--- config.mk ---
export PLATFORM = sky130hd
export DESIGN_NAME = edge_preset_counter
export DESIGN_NICKNAME = d
export VERILOG_FILES = /design/src/rtl/epc_pkg.sv /design/src/rtl/edge_rise.sv /design/src/rtl/count_step.sv /design/src/rtl/done_rule.sv /design/src/rtl/edge_preset_counter.sv
export SDC_FILE = /design/constraint.sdc
export NUM_CORES = 1
export LEC_CHECK = 0
export BUFFER_PORTS_ARGS = -buffer_cell sky130_fd_sc_hd__buf_4
export CELL_PAD_IN_SITES_DETAIL_PLACEMENT = 1
export CELL_PAD_IN_SITES_GLOBAL_PLACEMENT = 1
export CORE_UTILIZATION = 40
export DETAILED_ROUTE_END_ITERATION = 10
export MAX_ROUTING_LAYER = met4
export PLACE_DENSITY = 0.76
export SYNTH_ARGS = -nofsm -noshare
export SYNTH_HDL_FRONTEND = slang
export SYNTH_HIERARCHICAL = 1
export SYNTH_SLANG_ARGS = --single-unit
--- constraint.sdc ---
create_clock -name clk -period 2.4 [get_ports clk]
set_clock_uncertainty 0.05 [all_clocks]
set_input_delay 0.36 -clock clk [delete_from_list [all_inputs] [get_ports clk]]
set_output_delay 0.36 -clock clk [all_outputs]
set_load 0.05 [all_outputs]
--- src/rtl/epc_pkg.sv ---
// Package: shared types for the edge-triggered preset event counter.
// Assumes: mode encoding is fixed as below; value 3 is an alias of up/down.
package epc_pkg;

    typedef enum logic [1:0] {
        MODE_UP       = 2'd0,
        MODE_DOWN     = 2'd1,
        MODE_UPDN     = 2'd2,
        MODE_UPDN_ALT = 2'd3
    } cnt_mode_e;

endpackage

--- src/rtl/edge_rise.sv ---
// Module: edge_rise
// Registers the previous level of N condition inputs and flags false-to-true
// transitions. Assumes: inputs are synchronous to clk. During reset the
// registers follow the live level, so a level held across reset release
// produces no rise.
module edge_rise #(
    parameter int N = 2
) (
    input  logic         clk,
    input  logic         rst_n,
    input  logic [N-1:0] level_i,
    output logic [N-1:0] rise_o
);

    logic [N-1:0] prev_q;

    for (genvar g = 0; g < N; g++) begin : g_bit
        // Purpose: remember last cycle's level of this condition.
        always_ff @(posedge clk) begin
            prev_q[g] <= level_i[g];
        end

        // Purpose: a rise is high now, low at the previous edge, out of reset.
        always_comb begin
            rise_o[g] = rst_n & level_i[g] & ~prev_q[g];
        end
    end

endmodule

--- src/rtl/count_step.sv ---
// Module: count_step
// Holds the count register and applies clear/load, increment and decrement
// according to the mode. Assumes: rise inputs are one-cycle pulses from an
// edge detector. Saturates at zero and at all ones.
module count_step
    import epc_pkg::*;
#(
    parameter int W = 16
) (
    input  logic         clk,
    input  logic         rst_n,
    input  logic         rise_up_i,
    input  logic         rise_dn_i,
    input  logic         clr_ld_i,
    input  cnt_mode_e    mode_i,
    input  logic [W-1:0] preset_i,
    output logic [W-1:0] count_o
);

    localparam logic [W-1:0] CNT_MAX  = {W{1'b1}};
    localparam logic [W-1:0] CNT_ZERO = '0;
    localparam logic [W-1:0] CNT_ONE  = W'(1);

    logic [W-1:0] count_q;
    logic [W-1:0] count_d;
    logic         can_inc;
    logic         can_dec;

    // Purpose: headroom tests used for saturation.
    always_comb begin
        can_inc = (count_q != CNT_MAX);
        can_dec = (count_q != CNT_ZERO);
    end

    // Purpose: next count; clear/load first, then the mode's counting rule.
    always_comb begin
        count_d = count_q;
        if (clr_ld_i) begin
            count_d = (mode_i == MODE_DOWN) ? preset_i : CNT_ZERO;
        end else begin
            unique case (mode_i)
                MODE_UP: begin
                    if (rise_up_i && can_inc) count_d = count_q + CNT_ONE;
                end
                MODE_DOWN: begin
                    if (rise_dn_i && can_dec) count_d = count_q - CNT_ONE;
                end
                default: begin
                    if (rise_up_i && !rise_dn_i && can_inc)
                        count_d = count_q + CNT_ONE;
                    else if (rise_dn_i && !rise_up_i && can_dec)
                        count_d = count_q - CNT_ONE;
                end
            endcase
        end
    end

    // Purpose: count register with synchronous active-low reset.
    always_ff @(posedge clk) begin
        if (!rst_n) count_q <= CNT_ZERO;
        else        count_q <= count_d;
    end

    assign count_o = count_q;

endmodule

--- src/rtl/done_rule.sv ---
// Module: done_rule
// Combinational done flag: the compare rule is chosen by the mode.
// Assumes: count and preset are unsigned of equal width.
module done_rule
    import epc_pkg::*;
#(
    parameter int W = 16
) (
    input  cnt_mode_e    mode_i,
    input  logic [W-1:0] count_i,
    input  logic [W-1:0] preset_i,
    output logic         done_o
);

    // Purpose: select equal-to-preset, at-zero, or at-least-preset.
    always_comb begin
        unique case (mode_i)
            MODE_UP:   done_o = (count_i == preset_i);
            MODE_DOWN: done_o = (count_i == '0);
            default:   done_o = (count_i >= preset_i);
        endcase
    end

endmodule

--- src/rtl/edge_preset_counter.sv ---
// Module: edge_preset_counter (top)
// Counts rising transitions of level conditions in up, down or up/down mode
// and flags completion against a preset. Assumes: all inputs synchronous to
// clk; reset is synchronous and active low.
module edge_preset_counter
    import epc_pkg::*;
#(
    parameter int CNT_W = 16
) (
    input  logic             clk,
    input  logic             rst_n,
    input  logic             cnt_up_i,
    input  logic             cnt_dn_i,
    input  logic             clr_ld_i,
    input  logic [1:0]       mode_i,
    input  logic [CNT_W-1:0] preset_i,
    output logic [CNT_W-1:0] count_o,
    output logic             done_o
);

    localparam int N_COND = 2;

    cnt_mode_e         mode;
    logic [N_COND-1:0] rise;
    logic [CNT_W-1:0]  count;

    // Purpose: view the raw mode bits as the shared enum.
    always_comb begin
        mode = cnt_mode_e'(mode_i);
    end

    edge_rise #(.N(N_COND)) u_edge (
        .clk     (clk),
        .rst_n   (rst_n),
        .level_i ({cnt_dn_i, cnt_up_i}),
        .rise_o  (rise)
    );

    count_step #(.W(CNT_W)) u_count (
        .clk       (clk),
        .rst_n     (rst_n),
        .rise_up_i (rise[0]),
        .rise_dn_i (rise[1]),
        .clr_ld_i  (clr_ld_i),
        .mode_i    (mode),
        .preset_i  (preset_i),
        .count_o   (count)
    );

    done_rule #(.W(CNT_W)) u_done (
        .mode_i   (mode),
        .count_i  (count),
        .preset_i (preset_i),
        .done_o   (done_o)
    );

    assign count_o = count;

endmodule

==> run summary <==
The run finished with clean final reports. The endpoint identified for the worst register-to-register timing path is u_count/count_o[11]. The first routing iteration left 133 violations. Number of failing setup endpoints in the final timing report: 0.

The detail route stage leaves a number of antenna-violating nets equal to 0. Final antenna diode count: 0. The routed design has 8810 um of wire.

Summing all placed instances gives a cell area of 2750 um^2. Synthesis instantiated 63 different standard cells from the library. The initialized floorplan defines 26 standard-cell rows. The worst hold-check path type is in -> reg.

Counting along the longest clock path gives a buffer depth of 2. Counting I/O delays and the setup requirement, the final critical path takes 2.36 ns. Along the worst path, the maximum fanout reaches 4. Dividing the detail-routed wire length by the instance count gives 20.9 um. The floorplan die width came out at 76.3 um. The cell area that synthesis handed to floorplanning was 2210 um^2. The setup slack of the worst register-to-register path is 0.06 ns. Max-cap violations in this run came to 0.

Buffers inserted during clock tree synthesis total 3. The proportion of layout cells with a drive suffix above 1 was 33.9%; the last weighted congestion value of the routability-driven placer was 0.954. Using the TritonRoute via totals, the vias-per-cell ratio works out to 6.15.

Relative to the synthesized area, the layout overhead comes to 37.2%. The clock net in this run drives a total of 18 sinks. The leakage component of the power was 1.37 nW; the number of global-route vias before repair was 2660. Data on the critical path is required at its endpoint by 1.99 ns.

The initial utilization of the core area, before any placement, comes to 42.4%. Before antenna repair, the detailed router went through 4 iterations. Entering global routing, the biggest net connects 17 pins. Measured against its own limit, the worst slew margin works out to 60.9%.

The number of placed instances, taps included, is 410. The endpoint class of the critical path was an output pin. The number of synthesized flops with an enable pin works out to 0.

For the max-slew violation total from the final report, the log shows 0. The logs give 16.3% for the sequential fraction of the synthesis area and 0.27 ns for the clock latency on the worst-skew pair. The total area inside the core boundary comes to 5200 um^2. The worst register-to-register path begins at u_count/count_o[1]. For the number of hold violations in the final report, the log shows 0. At the pin with the least slew margin, the transition time is 0.587 ns. The first global-routing pass estimated 13800 um of wire. Vertical die dimension: 76.3 um. Setup repair after global routing could not meet its margin everywhere. In the routed design, unresolved DRC markers number 0.

The most frequently used flop master after synthesis is sky130_fd_sc_hd__dfxtp_1. Synthesis produced a netlist whose cell count is 290. The share of flip-flops with an asynchronous set or reset after synthesis is 0%, and the number of antenna violations at the first check in global routing is 0. The number of hold buffers added after CTS is 0, and the achievable frequency is 423 MHz.

Counting flops and latches in the post-synthesis netlist gives 18. The number of H-tree levels came out at 1. The count of buffers added on input and output ports is 39.

The floorplan step defined a die boundary enclosing 5820 um^2. The signal on the critical path passes through ha_4 -> nand4_4 -> nor4_4 -> a221oi_2 -> a31oi_4 -> buf_6. In the final design database the tool counted 395 nets. TritonCTS built the clock tree. The run gives 0.248 mV as the highest ir drop seen on vdd.

Of the available clock period, the critical path in the final layout requires 98.5%. The layout has 654 filler cells. The power density normalized to cell area works out to 404 nW/um^2. The critical path capture point was done_o.

The number of nets handed over by synthesis was 332. Measured in cells, the most critical reg-to-reg path has a length of 8. 40 I/O pins were placed. By startpoint and endpoint, the worst setup path is classified as reg -> out.

Yosys printed 6 warnings. The finished layout holds 421 standard cells, fillers aside. The slowest cell on the critical path was sky130_fd_sc_hd__dfxtp_1.

After clock tree synthesis, the clock-pin slew on the worst setup and hold paths is 0.07 ns. Summing all non-filler instances in the final layout gives an area of 3030 um^2. Summing over every cut layer, the via total after detailed routing is 2591. The largest single stage delay on the critical path is 0.39 ns. The cell sitting at the root of the clock tree is a sky130_fd_sc_hd__clkbuf_8.

The tools report the origin of the worst setup path as u_count/count_o[8]. Global routing used 31.0% of the available tracks across all layers. The tools report the nature of the critical path startpoint as a flip-flop. Data on the critical path arrives at its endpoint at 1.95 ns. Dividing the synthesized area by the synthesized cell count gives 7.61 um^2. Once detailed placement completed, the half-perimeter wirelength came to 6430 um.

For this run the aggregate overflow at the end of global routing stands at 0.
==> cells by family (layout without fill, tap and decap cells) <==
kind of cell | count (synthesis) | after routing | synth area share, %
muxes | 15 | 15 | 6.80
and+or+nand+nor | 123 | 123 | 33.5
AOI/OAI and AO/OA | 70 | 70 | 23.2
adders and majority gates | 19 | 19 | 10.8
buffers and inverters | 42 | 103 | 8.22
xor gates and xnor gates | 3 | 3 | 1.19
DFF | 18 | 18 | 16.3
==> placed cells by master (no fill, tap or decap), types with 9 or more instances in the layout <==
master                     instances
sky130_fd_sc_hd__a211oi_1          9
sky130_fd_sc_hd__a21oi_1           9
sky130_fd_sc_hd__buf_4            73
sky130_fd_sc_hd__dfxtp_1           9
sky130_fd_sc_hd__ha_1             11
sky130_fd_sc_hd__inv_1            24
sky130_fd_sc_hd__mux2i_1          14
sky130_fd_sc_hd__nand2_1          32
sky130_fd_sc_hd__nand3_1          13
sky130_fd_sc_hd__nor2_1           12
==> state kept, by name, summed over array words and instances, names as in the netlist <==
signal	flops
u_count/count_o	16
u_edge/prev_q	2
==> synth_stat cells, drive strengths merged (3+ instances only) <==
cell | instances | area (um^2)
a211oi | 9 | 67.6
a21oi | 10 | 53.8
a22oi | 7 | 52.6
a31oi | 4 | 25.0
a41oi | 3 | 26.3
and2 | 9 | 57.6
and3 | 8 | 51.3
and3b | 3 | 26.3
and4 | 5 | 45.0
buf | 8 | 53.8
clkbuf | 10 | 37.5
dfxtp | 18 | 360
ha | 19 | 238
inv | 24 | 90.1
mux2i | 15 | 150
nand2 | 33 | 126
nand3 | 14 | 75.1
nand4 | 10 | 83.8
nor2 | 12 | 45.0
nor2b | 6 | 37.5
nor3 | 7 | 40.0
nor4 | 7 | 73.8
o21ai | 11 | 55.1
xnor2 | 3 | 26.3
==> critical path, delay by kind of cell, from the launching register on <==
| family | cells | cell delay [ns] |
|---|---|---|
| AOI/OAI and AO/OA | 2 | 0.28 |
| DFF | 1 | 0.39 |
| buffers and inverters | 1 | 0.17 |
| adders and majority gates | 1 | 0.31 |
| and+or+nand+nor | 2 | 0.53 |
==> worst min-delay path by stage <==
stage               startpoint                to  depth (start not counted)
detailed placement    cnt_up_i  u_edge/prev_q[0]                          1
CTS                   cnt_up_i  u_edge/prev_q[0]                          1
global route          cnt_up_i  u_edge/prev_q[0]                          1
global placement      cnt_up_i  u_edge/prev_q[0]                          1
finish                cnt_up_i  u_edge/prev_q[0]                          1
floorplan             cnt_up_i  u_edge/prev_q[0]                          0
==> stage by stage <==
stage	util (%)	setup slack, ns	TNS [ns]	hold WS (ns)	power [mW]
floorplan	-	-0.0306	-0.0306	0.338	0.722
global placement	52.8	0.0570	0	0.421	0.915
detailed placement	52.8	0.0599	0	0.424	0.933
CTS	55.1	0.00253	0	0.149	1.18
global route	58.2	-0.0624	-0.187	0.146	1.28
finish	58.2	0.0372	0	0.153	1.22
==> metal layers <==
layer / track usage (%) / routed length (um) / share of wire (%)
met2: 53.5 / 4430 / 50
met1: 36.9 / 3890 / 44
met3: 4.07 / 332 / 3.8
met4: 10.8 / 153 / 1.7
met5: - / 0 / 0
==> area by class of cell <==
class	count	area (um^2)	share of cell area, %
well taps	70	87.6	2.89
clock buffers	3	41.3	1.36
inverters	24	90.1	2.97
flip-flops and latches	18	389	12.8
repair buffers	76	591	19.5
multi-input cells	230	1830	60.4
==> repair_timing <==
| item | CTS | global route |
|---|---|---|
| setup endpoints to repair | 1 | 14 |
| pin swaps | 6 | 9 |
| gates resized for setup | 12 | 18 |
| buffers inserted | 3 | 6 |
==> report_power, final <==
part           switching, mW  internal, mW
registers             0.0288         0.316
logic                  0.367         0.281
clock network          0.119         0.112
total                  0.515         0.709
(Power assumes the default switching activity.)
